[config.mk]
export PLATFORM = sky130hd
export DESIGN_NAME = board_irq_aggregator
export DESIGN_NICKNAME = d
export VERILOG_FILES = /design/src/rtl/irqagg_pkg.sv /design/src/rtl/irqagg_status_map.sv /design/src/rtl/irqagg_prio_enc.sv /design/src/rtl/irqagg_regs.sv /design/src/rtl/board_irq_aggregator.sv
export SDC_FILE = /design/constraint.sdc
export NUM_CORES = 1
export LEC_CHECK = 0
export BUFFER_PORTS_ARGS = -buffer_cell sky130_fd_sc_hd__buf_2
export CAP_MARGIN = 0
export CORE_MARGIN = 4
export CORE_UTILIZATION = 53
export DETAILED_ROUTE_END_ITERATION = 6
export GPL_TIMING_DRIVEN = 0
export PLACE_DENSITY = 0.84
export SLEW_MARGIN = 40
export SYNTH_ARGS = -nofsm -noshare
export SYNTH_HDL_FRONTEND = slang
export SYNTH_SLANG_ARGS = --single-unit
[constraint.sdc]
create_clock -name clk -period 8.9 [get_ports clk]
set_input_delay 2.67 -clock clk [delete_from_list [all_inputs] [get_ports clk]]
set_output_delay 2.67 -clock clk [all_outputs]
set_load 0.02 [all_outputs]
[src/rtl/irqagg_pkg.sv]
package irqagg_pkg;
  localparam int NUM_SRC = 13;
  localparam int DATA_W  = 16;
  localparam int ADDR_W  = 6;
  localparam int CODE_W  = 4;

  localparam logic [ADDR_W-1:0] OFS_MASK = 6'h00;
  localparam logic [ADDR_W-1:0] OFS_PWR  = 6'h30;
  localparam logic [ADDR_W-1:0] OFS_VER  = 6'h32;
  localparam logic [ADDR_W-1:0] OFS_GPO  = 6'h36;
  localparam logic [DATA_W-1:0] VER_WORD = 16'h0010;

  localparam logic [CODE_W-1:0] CODE_NONE = '1;

  // status-word bit position for each request index
  function automatic int src_bit(input int idx);
    case (idx)
      0:       return 0;
      default: return idx + 3;
    endcase
  endfunction

  // fixed priority code for each request index (smaller wins)
  function automatic logic [CODE_W-1:0] src_code(input int idx);
    case (idx)
      0:  return 4'd11;
      1:  return 4'd7;
      2:  return 4'd6;
      3:  return 4'd5;
      4:  return 4'd8;
      5:  return 4'd2;
      6:  return 4'd1;
      7:  return 4'd4;
      8:  return 4'd0;
      9:  return 4'd3;
      10: return 4'd10;
      11: return 4'd9;
      12: return 4'd12;
      default: return 4'd15;
    endcase
  endfunction
endpackage

[src/rtl/irqagg_status_map.sv]
module irqagg_status_map
  import irqagg_pkg::*;
#(
  parameter int N_SRC = NUM_SRC,
  parameter int W     = DATA_W
) (
  input  logic [N_SRC-1:0] req,
  output logic [W-1:0]     status
);
  // each request lands on its own status bit; bits with no source stay 0
  always_comb begin
    status = '0;
    for (int i = 0; i < N_SRC; i++) begin
      status[src_bit(i)] = req[i];
    end
  end
endmodule

[src/rtl/irqagg_prio_enc.sv]
module irqagg_prio_enc
  import irqagg_pkg::*;
#(
  parameter int N_SRC = NUM_SRC,
  parameter int W     = DATA_W,
  parameter int CW    = CODE_W
) (
  input  logic [W-1:0]  status,
  input  logic [W-1:0]  mask,
  output logic [CW-1:0] win_code
);
  logic [N_SRC-1:0] live;

  // qualify each source by its own status and mask bit
  for (genvar g = 0; g < N_SRC; g++) begin : g_live
    localparam int BIT = src_bit(g);
    assign live[g] = status[BIT] & mask[BIT];
  end

  always_comb begin
    win_code = CODE_NONE;
    for (int i = 0; i < N_SRC; i++) begin
      if (live[i] && (src_code(i) < win_code)) begin
        win_code = src_code(i);
      end
    end
  end
endmodule

[src/rtl/irqagg_regs.sv]
module irqagg_regs
  import irqagg_pkg::*;
#(
  parameter int W  = DATA_W,
  parameter int AW = ADDR_W
) (
  input  logic          clk,
  input  logic          rst_n,
  input  logic          bus_wr,
  input  logic [AW-1:0] bus_addr,
  input  logic [W-1:0]  bus_wdata,
  output logic [W-1:0]  bus_rdata,
  output logic [W-1:0]  mask_q,
  output logic [W-1:0]  mask_eff,
  output logic [W-1:0]  pwr_q,
  output logic [W-1:0]  gpo_q
);
  logic wr_mask, wr_pwr, wr_gpo;

  assign wr_mask = bus_wr && (bus_addr == OFS_MASK);
  assign wr_pwr  = bus_wr && (bus_addr == OFS_PWR);
  assign wr_gpo  = bus_wr && (bus_addr == OFS_GPO);

  // mask as seen by the encoder at this edge (write-through)
  assign mask_eff = wr_mask ? bus_wdata : mask_q;

  always_ff @(posedge clk) begin
    if (!rst_n) begin
      mask_q <= '0;
      pwr_q  <= '0;
      gpo_q  <= '0;
    end else begin
      if (wr_mask) mask_q <= bus_wdata;
      if (wr_pwr)  pwr_q  <= bus_wdata;
      if (wr_gpo)  gpo_q  <= bus_wdata;
    end
  end

  always_comb begin
    case (bus_addr)
      OFS_MASK: bus_rdata = mask_q;
      OFS_PWR:  bus_rdata = pwr_q;
      OFS_VER:  bus_rdata = VER_WORD;
      OFS_GPO:  bus_rdata = gpo_q;
      default:  bus_rdata = '0;
    endcase
  end


  mask_store_chk: assert property (@(posedge clk) disable iff (!rst_n)
    wr_mask |=> (mask_q == $past(bus_wdata)));


  ver_const_chk: assert property (@(posedge clk) disable iff (!rst_n)
    (bus_addr == OFS_VER) |-> (bus_rdata == VER_WORD));


  hole_quiet_chk: assert property (@(posedge clk) disable iff (!rst_n)
    (bus_wr && !wr_mask && !wr_pwr && !wr_gpo)
      |=> ($stable(mask_q) && $stable(pwr_q) && $stable(gpo_q)));
endmodule

[src/rtl/board_irq_aggregator.sv]
module board_irq_aggregator
  import irqagg_pkg::*;
(
  input  logic               clk,
  input  logic               rst_n,
  input  logic [NUM_SRC-1:0] req_in,
  input  logic               bus_wr,
  input  logic [ADDR_W-1:0]  bus_addr,
  input  logic [DATA_W-1:0]  bus_wdata,
  output logic [DATA_W-1:0]  bus_rdata,
  output logic [CODE_W-1:0]  irl_out,
  output logic [DATA_W-1:0]  pwr_off_out,
  output logic [DATA_W-1:0]  gpo_out
);
  logic [DATA_W-1:0] status_w;
  logic [DATA_W-1:0] mask_q, mask_eff;
  logic [CODE_W-1:0] win_code;
  logic [CODE_W-1:0] irl_q;

  irqagg_status_map #(.N_SRC(NUM_SRC), .W(DATA_W)) u_map (
    .req    (req_in),
    .status (status_w)
  );

  irqagg_regs #(.W(DATA_W), .AW(ADDR_W)) u_regs (
    .clk       (clk),
    .rst_n     (rst_n),
    .bus_wr    (bus_wr),
    .bus_addr  (bus_addr),
    .bus_wdata (bus_wdata),
    .bus_rdata (bus_rdata),
    .mask_q    (mask_q),
    .mask_eff  (mask_eff),
    .pwr_q     (pwr_off_out),
    .gpo_q     (gpo_out)
  );

  irqagg_prio_enc #(.N_SRC(NUM_SRC), .W(DATA_W), .CW(CODE_W)) u_enc (
    .status   (status_w),
    .mask     (mask_eff),
    .win_code (win_code)
  );

  // invert the winner and register it
  always_ff @(posedge clk) begin
    if (!rst_n) irl_q <= '0;
    else        irl_q <= win_code ^ CODE_NONE;
  end

  assign irl_out = irl_q;


  idle_zero_chk: assert property (@(posedge clk) disable iff (!rst_n)
    !(|(status_w & mask_eff)) |=> (irl_out == '0));


  busy_cause_chk: assert property (@(posedge clk) disable iff (!rst_n)
    (irl_out != '0) |-> $past(|(status_w & mask_eff)));


  hold_level_chk: assert property (@(posedge clk) disable iff (!rst_n)
    ($stable(req_in) && !(bus_wr && bus_addr == OFS_MASK)) |=> $stable(irl_out));


  spare_bits_chk: assert property (@(posedge clk) disable iff (!rst_n)
    ((mask_eff & 16'hFFF1) == '0) |=> (irl_out == '0));
endmodule

==> results.ini <==
[routing]
wl_per_cell_um = 17.3
drtAntennaViolNets = 0
firstDrtPassIters = 6
dr_total_vias = 2979
via_per_inst = 6.21
drtIter0Drc = 426
drt-total-wl_um = 8310
drcViolationCount = 0

[cells_and_area]
syn2layout_area_growth_pct = 25.3
diodes = 0
drive_gt1_share_pct = 25.5
layout.nets = 465

[sta]
fin_ws_ns = 1.70
finalSetupTns_ns = 0
hold_viol = 0
fin_crit_ns = 7.20
finalSetupViolCount = 0
period_share_pct = 80.9
fmax_mhz = 139
rsz0062_at_grt = false
drv_slew = 0
whs_ns = 0.473
slew_headroom_pct = 58.4
tightest_slew_ns = 0.621
skew_ns = 0.0118

[cts]
ctsHoldBuffers = 0
cts_sinks = 52
htree_levels = 2
cts-root-buf = clkbuf_8
clk_latency_ns = 0.32
cts_setup_buffers = 0
cts_max_path_buffers = 2
cts_tree = yes
cts_resized = 0
clk_pin_slew_worst_paths_ns = 0.10
numCtsBuffers = 5

[power_and_ir_drop]
power_frac_comb_pct = 8.2
swShare_pct = 24.7
ir_worst_vdd_mv = 0.118
clkPwrFrac_pct = 39.5
cellLeakagePower_nw = 1.44
p_per_area_nw_per_um2 = 142
switchingPower_w = 0.000111
power.internal_w = 0.000338
sequentialPowerShare_pct = 52.2

[logic_synthesis]
synth.top_cell.area_share_pct = 41.4
ys_ff_latch = 52
synth_area_leaders = dfxtp_1 41%, nand2_1 14%, a21oi_1 10%
synthDistinctLibCells = 43
syn_inst = 331
synth_fp_nets = 369
yosys_warnings = 0
syn_area_sq_um = 2510
syn_avg_cell_area_sq_um = 7.60
synth_largest_area_cell = dfxtp_1
yosysSeqAreaShare_pct = 41.4

[setup_path]
r2r_slack_ns = 6.96
critPathSlowestCell = nor3b_2
max_stage_delay_ns = 0.58
crit_chain = buf_2 > nor4_4 > nor3b_2 > buf_2 > a222oi_1 > inv_1 > buf_2
arrival_ns = 4.53
required_ns = 6.23
cpLargestDelayFamily = simple AND/OR/NAND/NOR gates
crit_fanout = 10
critPathLaunch = bus_addr[0]
start_kind = primary input
setup.worst_path.end_class = output pin
crit_buf_inv = 4
path_common_cell = buf_2
r2r_start = u_regs.mask_q[6]
path_class = primary input to output pin

[min_path]
min_path_type = register to register
hp-start = u_regs.pwr_q[3]

[die]
die-area_sq_um = 5910
initial_core_util_pct = 56.2
dieHeight_um = 76.9
coreArea_sq_um = 4470
die_w_um = 76.9
ioPinCount = 90
fp-row-count = 24

[placed_design]
gp_congestion = 0.983
pre_cts_ws_ns = 1.73
io_buffers = 89
dp_hpwl_um = 6060

[global_routing]
grt_max_degree = 17
antenna_found_initial = 0
grt_pass1_vias = 2723
grtUsageTotal_pct = 27.2
overflow = 0
grt_pass1_wl_um = 13000

[run]
max-cap-violations = 0

[status]
status = complete, no violations

-- path summary, 6_finish.rpt --
kind,end,depth (start not counted)
max reg2reg,irl_out[0],6
min,u_regs.pwr_q[3],2
min reg2reg,u_regs.pwr_q[3],2
max,bus_rdata[8],7
-- state kept, by name (all words and copies together) (netlist names) --
register	count
u_regs.gpo_q	16
u_regs.mask_q	16
u_regs.pwr_q	16
irl_out	4
-- cell families (layout without fill, tap and decap cells) --
logic type | Yosys count | count (layout) | share of synthesized area [%]
DFF | 52 | 52 | 41.4
muxes | 6 | 6 | 2.39
AOI/OAI and AO/OA | 92 | 92 | 24.3
and+or+nand+nor | 142 | 142 | 25.7
buffers and inverters | 39 | 136 | 6.27
-- routing by layer --
metal	vias up	track usage, %	share of wire [%]	wire length (um)
met5	-	0	0	0
met1	1406	34.5	40	3340
met3	26	6.67	11	892
li1	1368	-	-	-
met4	0	10.9	2.6	219
met2	179	44.3	46	3860
-- power by group through the flow --
stage	Combinational, W	Clock (W)	Sequential, W
after global routing	0.0000394	0.000186	0.000235
after detailed placement	0.0000357	0	0.000240
after global placement	0.0000352	0	0.000240
after floorplan	0.0000139	0	0.000241
final	0.0000370	0.000177	0.000234
after CTS	0.0000359	0.000176	0.000234
-- cell usage in the layout, fill, tap and decap left out, types with 2 or more instances in the layout --
cell type  count
a21oi_1       50
a222oi_1      15
a22o_1         2
a22oi_1        8
buf_2         92
clkbuf_1      16
clkbuf_8       6
dfxtp_1       52
inv_1         18
mux2i_1        6
nand2_1       94
nand3_1       24
nand4_1        3
nor2_1         7
nor3b_2        2
o21ai_0        3
-- area by class of cell --
type | count | area, sq um
Buffer | 20 | 86.3
Clock buffer | 6 | 82.6
Clock inverter | 2 | 38.8
Fill cell | 373 | 1320
Inverter | 19 | 71.3
Multi-Input combinational cell | 240 | 1320
Sequential cell | 52 | 1040
Tap cell | 52 | 65.1
Timing Repair Buffer | 89 | 445
-- cell usage after synthesis --
| library cell | count |
|---|---|
| nor3_2 | 1 |
| nand4b_1 | 1 |
| inv_1 | 18 |
| a31oi_1 | 1 |
| a21boi_0 | 1 |
| and2_0 | 1 |
| a22oi_1 | 8 |
| and2_4 | 1 |
| nand4_1 | 3 |
| o21ai_0 | 3 |
| nor4_4 | 1 |
| mux2i_1 | 6 |
| clkbuf_1 | 16 |
| o31ai_1 | 1 |
| buf_6 | 1 |
| o22a_1 | 1 |
| o22ai_1 | 1 |
| o21ai_1 | 1 |
| nand3_1 | 24 |
| clkinv_1 | 1 |
| o211a_1 | 1 |
| dfxtp_1 | 52 |
| a21oi_1 | 50 |
| buf_2 | 3 |
| a32o_1 | 1 |
| a221oi_2 | 1 |
| nor4b_1 | 1 |
| o211ai_1 | 1 |
| nor3b_2 | 1 |
| a21o_1 | 1 |
| nor2_1 | 7 |
| nor3b_1 | 2 |
| a221oi_1 | 1 |
| a22o_1 | 2 |
| nand3_2 | 1 |
| nand2_1 | 94 |
| and2_1 | 1 |
| nand2b_1 | 1 |
| a311o_1 | 1 |
| nand3b_1 | 1 |
| a222oi_1 | 15 |
| nand2_2 | 1 |
| o21a_1 | 1 |
-- through the flow --
stage	total power [W]	std cells	area, sq um	util [%]
6_report	0.000449	480	3150	70.4
5_1_grt	0.000460	480	3150	70.4
4_1_cts	0.000446	480	3150	70.4
3_5_place_dp	0.000276	472	3030	67.7
3_3_place_gp	0.000275	472	3030	67.6
2_1_floorplan	0.000255	331	2510	-
-- worst reg2reg max path: stages, from the launching register on --
cell      delay [ns]
dfxtp_1         0.38
a22oi_1         0.27
nand3_1         0.12
o21ai_1         0.29
nand2_1         0.16
a311o_1         0.36
a221oi_2        0.29
(Power assumes the default switching activity.)
